### src/rtl/irq_redirector.sv
module irq_redirector #(
  parameter int N_LINES = 4,
  parameter logic [7:0] RESET_ID = 8'h02,
  parameter logic [7:0] VERSION = 8'h20,
  parameter int LW = (N_LINES > 1) ? $clog2(N_LINES) : 1
) (
  input  logic               clk,
  input  logic               rst_n,
  input  logic               bus_sel,
  input  logic               bus_we,
  input  logic [7:0]         bus_addr,
  input  logic [31:0]        bus_wdata,
  output logic [31:0]        bus_rdata,
  input  logic [N_LINES-1:0] irq_in,
  output logic               msg_valid,
  input  logic               msg_ready,
  output logic [7:0]         msg_vector,
  output logic [7:0]         msg_dest,
  output logic               msg_logical,
  output logic               msg_level,
  output logic [LW-1:0]      msg_line
);
  localparam logic [7:0] MAX_ENTRY = 8'(N_LINES - 1);
  localparam logic [7:0] TBL_BASE = 8'h10;

  logic [7:0] sel_q;
  logic [7:0] id_q;
  logic [N_LINES-1:0] mask_q, level_q, pol_q, logical_q, rirr_q, pend_q, act_q;
  logic [7:0] vec_q [N_LINES];
  logic [7:0] dest_q [N_LINES];

  wire wr      = bus_sel & bus_we;
  wire wr_sel  = wr && bus_addr == 8'h00;
  wire wr_win  = wr && bus_addr == 8'h10;
  wire wr_eoi  = wr && bus_addr == 8'h40;

  wire [N_LINES-1:0] active = irq_in ^ pol_q;
  wire [N_LINES-1:0] rise   = active & ~act_q;

  logic [N_LINES-1:0] req;
  logic [LW-1:0] pick;
  logic any_req;
  logic [31:0] win;

  always_comb begin
    for (int i = 0; i < N_LINES; i++)
      req[i] = ~mask_q[i] & (level_q[i] ? (active[i] & ~rirr_q[i]) : pend_q[i]);
    pick = '0;
    any_req = 1'b0;
    for (int i = N_LINES - 1; i >= 0; i--)
      if (req[i]) begin
        pick = LW'(i);
        any_req = 1'b1;
      end
  end

  wire load = ~msg_valid & any_req;

  always_comb begin
    win = '0;
    if (sel_q == 8'h00) win = {id_q, 24'd0};
    else if (sel_q == 8'h01) win = {8'd0, MAX_ENTRY, 8'd0, VERSION};
    for (int i = 0; i < N_LINES; i++) begin
      if (sel_q == TBL_BASE + 8'(2 * i))
        win = {15'd0, mask_q[i], level_q[i], rirr_q[i], pol_q[i], 1'b0,
               logical_q[i], 3'd0, vec_q[i]};
      if (sel_q == TBL_BASE + 8'(2 * i + 1))
        win = {dest_q[i], 24'd0};
    end
  end

  assign bus_rdata = !bus_sel ? 32'd0 :
                     bus_addr == 8'h00 ? {24'd0, sel_q} :
                     bus_addr == 8'h10 ? win : 32'd0;

  always_ff @(posedge clk) begin
    if (!rst_n) begin
      sel_q       <= '0;
      id_q        <= RESET_ID;
      mask_q      <= '1;
      level_q     <= '0;
      pol_q       <= '0;
      logical_q   <= '0;
      rirr_q      <= '0;
      pend_q      <= '0;
      act_q       <= '0;
      msg_valid   <= 1'b0;
      msg_vector  <= '0;
      msg_dest    <= '0;
      msg_logical <= 1'b0;
      msg_level   <= 1'b0;
      msg_line    <= '0;
      for (int i = 0; i < N_LINES; i++) begin
        vec_q[i]  <= '0;
        dest_q[i] <= '0;
      end
    end else begin
      if (wr_sel) sel_q <= bus_wdata[7:0];
      if (wr_win && sel_q == 8'h00) id_q <= bus_wdata[31:24];
      act_q <= active;
      for (int i = 0; i < N_LINES; i++) begin
        if (wr_win && sel_q == TBL_BASE + 8'(2 * i)) begin
          mask_q[i]    <= bus_wdata[16];
          level_q[i]   <= bus_wdata[15];
          pol_q[i]     <= bus_wdata[13];
          logical_q[i] <= bus_wdata[11];
          vec_q[i]     <= bus_wdata[7:0];
        end
        if (wr_win && sel_q == TBL_BASE + 8'(2 * i + 1))
          dest_q[i] <= bus_wdata[31:24];
        pend_q[i] <= (pend_q[i] & ~(load && pick == LW'(i)))
                   | (rise[i] & ~mask_q[i] & ~level_q[i]);
        if (wr_eoi && vec_q[i] == bus_wdata[7:0])
          rirr_q[i] <= 1'b0;
      end
      if (load) begin
        msg_valid   <= 1'b1;
        msg_vector  <= vec_q[pick];
        msg_dest    <= dest_q[pick];
        msg_logical <= logical_q[pick];
        msg_level   <= level_q[pick];
        msg_line    <= pick;
      end else if (msg_valid && msg_ready) begin
        msg_valid <= 1'b0;
        if (msg_level) rirr_q[msg_line] <= 1'b1;
      end
    end
  end
endmodule

### config.mk
export PLATFORM = sky130hd
export DESIGN_NAME = irq_redirector
export DESIGN_NICKNAME = d
export VERILOG_FILES = /design/src/rtl/irq_redirector.sv
export SDC_FILE = /design/constraint.sdc
export NUM_CORES = 1
export LEC_CHECK = 0
export CORE_UTILIZATION = 38
export DETAILED_ROUTE_END_ITERATION = 10
export DONT_BUFFER_PORTS = 1
export GPL_TIMING_DRIVEN = 0
export PLACE_DENSITY = 0.57
export SLEW_MARGIN = 15
export SYNTH_ARGS = -nofsm -noshare
export SYNTH_HDL_FRONTEND = slang
export SYNTH_SLANG_ARGS = --single-unit
export TNS_END_PERCENT = 1
### constraint.sdc
create_clock -name clk -period 4.8 [get_ports clk]
set_input_delay 0.48 -clock clk [delete_from_list [all_inputs] [get_ports clk]]
set_output_delay 0.48 -clock clk [all_outputs]
set_load 0.01 [all_outputs]
# [Word-level counts from Yosys, hierarchy flattened]
# Memories as Yosys holds them, arrays and structs flattened. A register that Yosys moved wholly into a read port is not among the register bits.
# Cells that the tools add are included.
[classes] add_sub_neg=0 multipliers=0 div_mod_pow=0 n_lt_le_gt_ge=3 eq_ne=18 shift=0 muxes=77 bitwise_logic=55 reduce_logical=28
[ops] operator="$mux 32" count=12
[ops] operator="$eq 8x5->1 const B" count=9
[ops] operator="$mux 8" count=8
[ops] operator="$mux 1" count=46
[ops] operator="$eq 8x8->1" count=4
[ops] operator="$and 1x1->1" count=22
[ops] operator="$logic_and 1x1->1" count=22
[ops] operator="$mux 18" count=1
[ops] operator="$not 1->1" count=17
[ops] operator="$logic_not 8->1" count=2
[ops] operator="$mux 4" count=3
[ops] operator="$or 1x1->1" count=12
[ops] operator="$eq 8x1->1 const B" count=1
[ops] operator="$eq 8x7->1 const B" count=1
[ops] operator="$mux 2" count=4
[ops] operator="$lt 2x3->1 const B" count=2
[ops] operator="$and 4x4->4" count=1
[ops] operator="$bmux 1 s2" count=2
[ops] operator="$eq 2x2->1 const B" count=2
[ops] operator="$not 4->4" count=1
[ops] operator="$or 4x4->4" count=1
[ops] operator="$xor 4x4->4" count=1
[ops] operator="$demux 1 s2" count=1
[ops] operator="$eq 2x1->1 const B" count=1
[ops] operator="4 further kinds" count=5
[totals] ff_bits=49 latchBits=0 mem_bits_rw=64 romBits=0 n_memories=2
[memory_table] memory="dest_q" words=4 word_bits=8 read_ports=5 rd_clocked_by_memory_dff=1 write_ports=4 line_no="30" source="logic [7:0] dest_q [N_LINES];"
[memory_table] memory="vec_q" words=4 word_bits=8 read_ports=5 rd_clocked_by_memory_dff=1 write_ports=4 line_no="29" source="logic [7:0] vec_q [N_LINES];"

# [Depth between registers and ports, before layout]
[depth] word_depth=14 ltp_mapped=7

# [Least setup slack after synthesis]
# OpenSTA, ideal clock, no wires.
[synth_timing] kind="input port to output port" from="in bus_addr[1]" to="out bus_rdata[1]" arrival_time_ps=2013 required_time_ps=4320 slack_ps=2307 path_stages=6 path_buffers=1 path_cell_list="nor4_4 and2_1 nand4b_2 or2_2 buf_2 o21ai_0"
[synth_between] elab_chain_len=4 elab_cells_between_ends=5 classes_between="eq/ne: 1; mux: 3; reduce/logical: 1"
[synth_rtl] element="start, declared" line_no="11" source="input logic [7:0] bus_addr,"
[synth_rtl] element="$eq 8x5->1" line_no="74" source="bus_addr == 8'h10 ? win : 32'd0;"
[synth_rtl] element="$mux 32" line_no="74"
[synth_rtl] element="$mux 32 (*)" line_no="73" source="bus_addr == 8'h00 ? {24'd0, sel_q} :"
[synth_rtl] element="$mux 32 (*)" line_no="72" source="assign bus_rdata = !bus_sel ? 32'd0 :"
[synth_rtl] element="end, declared" line_no="13" source="output logic [31:0] bus_rdata,"
# Mark *: on every way between the ends. The rest lies on a longest branch, timed or not.

# [Final worst setup path]
[layout_timing] from="reg sel_q[7]" to="out bus_rdata[4]"
[layout_between] elab_chain_len=13 elab_cells_between_ends=21 classes_between="eq/ne: 8; mux: 12; reduce/logical: 1"
[layout_rtl] element="start, declared" line_no="26" source="logic [7:0] sel_q;"
[layout_rtl] element="start signal, assigned" line_no="98" source="if (wr_sel) sel_q <= bus_wdata[7:0];"
[layout_rtl] element="$logic_not 8->1" line_no="61" source="if (sel_q == 8'h00) win = {id_q, 24'd0};"
[layout_rtl] element="$mux 32" line_no="61"
[layout_rtl] element="$mux 32" line_no="64" source="if (sel_q == TBL_BASE + 8'(2 * i))"
[layout_rtl] element="$mux 32" line_no="67" source="if (sel_q == TBL_BASE + 8'(2 * i + 1))"
[layout_rtl] element="$mux 32" line_no="64"
[layout_rtl] element="$mux 32" line_no="67"
[layout_rtl] element="$mux 32" line_no="64"
[layout_rtl] element="$mux 32" line_no="67"
[layout_rtl] element="$mux 32" line_no="64"
[layout_rtl] element="$mux 32 (*)" line_no="67"
[layout_rtl] element="$mux 32 (*)" line_no="74"
[layout_rtl] element="$mux 32 (*)" line_no="73"
[layout_rtl] element="$mux 32 (*)" line_no="72"
# Marks and branches as above.

==> impl_metrics.csv <==
group,metric,value,unit
synth,yosysWarnings,0,
floorplan,die_h,138.8,um
route,routed_wl,23490,um
clock_tree,cts_resized,0,
placed_design,dp_hpwl,17380,um
synth,syn_area,0.007108,mm^2
critical_path,start_kind,"flip-flop",
clock_tree,cts_buffers,17,
grt,grt_first_pass_wirelength,36050,um
timing,tightest_slew,1.184,ns
clock_tree,post_cts_buffers,0,
route,viasPerCell,5.968,
floorplan,core,0.01815,mm^2
timing,finClkSkew,0.009762,ns
grt,grt_max_degree,17,
critical_path,path_cells,"nor4b_4 > nand2_2 > nor2_1 > a22oi_1 > o21ai_0",
outcome,status,"finished, violations left",
synth,ys_seq_area_share,45.34,%
hold_path,min_path_type,"input pin to flip-flop",
timing,rsz0062_at_grt,"false",
critical_path,endpoint_kind,"output port",
power_and_ir_drop,power_per_cell_area,319.3,mW/mm^2
synth,async_flop_share,0,%
route,drtAntennaViolNets,0,
clock_tree,clk_pin_slew,0.06,ns
critical_path,crit_type,"flip-flop to output port",
timing,relSlewSlack,20.46,%
timing,finalSetupViolations,0,
clock_tree,ctsHtreeMaxLevel,4,
timing,whs,0.1890,ns
clock_tree,insertion_delay,0.43,ns
critical_path,worst-path-max-fanout,9,
timing,period_minus_slack,3.620,ns
critical_path,cp_top_family,"simple AND/OR/NAND/NOR gates",
critical_path,cpPeakStageDelay,0.69,ns
layout,syn_to_final_growth,12.90,%
route,drt_pass1_iterations,8,
synth,yosys_register_bits,129,
power_and_ir_drop,ir_worst_vdd,0.2442,mV
run,maxCapViolCount,0,
grt,overflow,0,
placed_design,port_buffers,0,
route,drc,15,
floorplan,die_w,138.8,um
timing,slew_violations,0,
layout,drive_above_1_share,12.45,%
critical_path,reg2reg_slack,1.81,ns
critical_path,cp_data_arrival_time,3.14,ns
route,post_drt_wl_per_cell,24.07,um
clock_tree,cts_root_buf,"clkbuf_16",
grt,grt_antenna_before_repair,0,
synth,post_synth.cell_area_avg,10.08,um^2
floorplan,io_pins,102,
critical_path,worstPathRequired,4.32,ns
floorplan,num_rows,49,
power_and_ir_drop,p_leak,2.605,nW
synth,synth_edf_count,64,
floorplan,start_util,39.17,%
route,dr_total_vias,5825,
clock_tree,cts_max_path_buffers,2,
layout,diodes,0,
clock_tree,cts.sink_count,129,
clock_tree,hold_buffers,0,
critical_path,path_buf_inv,0,
timing,hold_viol,0,
timing,timing.fmax,276.2,MHz
route,drt_iter0_drc,611,
timing,final.setup.tns,0,ns
synth,synth_ff_type,"dfxtp_1",
placed_design,gp_congestion,0.9883,
synth,synth_cell_types,69,
outcome,violations,"DRC",
clock_tree,cts_tree,"built",
timing,min_period_over_period,75.42,%
critical_path,cpMaxStageDelayCell,"nor2_1",
grt,grt_pass1_vias,5924,
grt,grtUsageTotal,25.20,%
layout,final_nets,783,
floorplan,dieArea,0.01926,mm^2
synth,syn_inst,705,
[power breakdown]
part | leakage, nW | internal, W | switching (W)
logic | 1.13 | 0.0000404 | 0.0000620
clock network | 0.286 | 0.000795 | 0.000472
registers | 1.19 | 0.00118 | 0.0000174
[area by class of cell]
type | instances | area, um^2
timing repair buffer | 1 | 5.005
fill | 1745 | 10120
inverter | 3 | 11.26
sequential | 129 | 3223
clock inverter | 5 | 50.05
tap | 229 | 286.5
buffer | 51 | 256.5
clock buffer | 27 | 524.3
multi-input combinational | 531 | 3669
[flip-flops by register name, indices dropped and copies added (netlist names)]
register / cells
rirr_q: 4
vec_q: 32
level_q: 4
msg_line: 2
pol_q: 4
logical_q: 4
sel_q: 8
mask_q: 4
msg_logical: 1
msg_vector: 8
msg_valid: 1
msg_level: 1
pend_q: 4
act_q: 4
id_q: 8
msg_dest: 8
dest_q: 32
[per-layer routing]
| layer | track usage [%] | share of wire [%] |
|---|---|---|
| met5 | 0 | 0 |
| met4 | 9.474 | 2.6 |
| met3 | 6.492 | 8.9 |
| met2 | 39.93 | 46 |
| met1 | 33.04 | 43 |
[synthesized netlist by cell type (all sizes together) (14+ instances only)]
master	instances	share of area (%)
xnor2	35	4.3
nand2	45	2.5
a22oi	43	4.5
nor2b	34	3.0
nor2	31	1.8
clkbuf	25	1.3
o21ai	32	2.3
nor3	15	1.4
and2	70	6.2
nand3	22	1.6
a31oi	14	1.2
buf	26	2.3
mux2i	37	5.2
edfxtp	64	27
dfxtp	65	18
[cells by family after synthesis]
kind of cell,after synthesis,synth area share (%)
compound gates,169,16.72
xor+xnor,36,4.436
buf+inv,54,3.767
flops,129,45.34
mux,46,6.636
other cells,1,0.05276
simple gates,270,23.04
[layout by cell type, fill, tap and decap left out, types with 14 or more instances in the layout]
cell / instances
a22oi_1: 43
a31oi_1: 14
and2_1: 69
buf_2: 14
clkbuf_1: 30
clkbuf_16: 18
dfxtp_1: 65
edfxtp_1: 64
mux2i_1: 37
nand2_1: 42
nand3_1: 21
nor2_1: 26
nor2b_1: 34
o21ai_0: 31
xnor2_1: 35
[worst reg2reg max path, delay by kind of cell (launching register included)]
kind	cells	cell delay, ns
flip-flops	1	0.37
AND/OR/NAND/NOR	2	0.79
buffers and inverters	1	0.69
AO/OA/AOI/OAI	1	0.75
[path summary, 6_finish.rpt]
check,from,end,depth (start not counted)
max,sel_q[7]$_SDFFE_PN0P_,bus_rdata[4],5
min,bus_wdata[16],mask_q[2]$_SDFFE_PN1P_,2
max reg2reg,sel_q[7]$_SDFFE_PN0P_,dest_q[0][0]$_SDFFCE_PN0P_,4
min reg2reg,pend_q[1]$_SDFF_PN0_,pend_q[1]$_SDFF_PN0_,2
[metrics by stage]
step           total power (W)  setup WS, ns  std cells  area (um^2)  utilization [%]
6_report              0.002562         1.180        976         8025            44.22
5_1_grt               0.002629         1.009        976         8025            44.22
4_1_cts               0.002567         1.264        976         8025            44.22
3_5_place_dp          0.001317         1.726        944         7451            41.06
3_3_place_gp          0.001313         1.179        943         7428            40.93
2_1_floorplan         0.001283         2.307        714         7142                -
(Power assumes the default switching activity.)
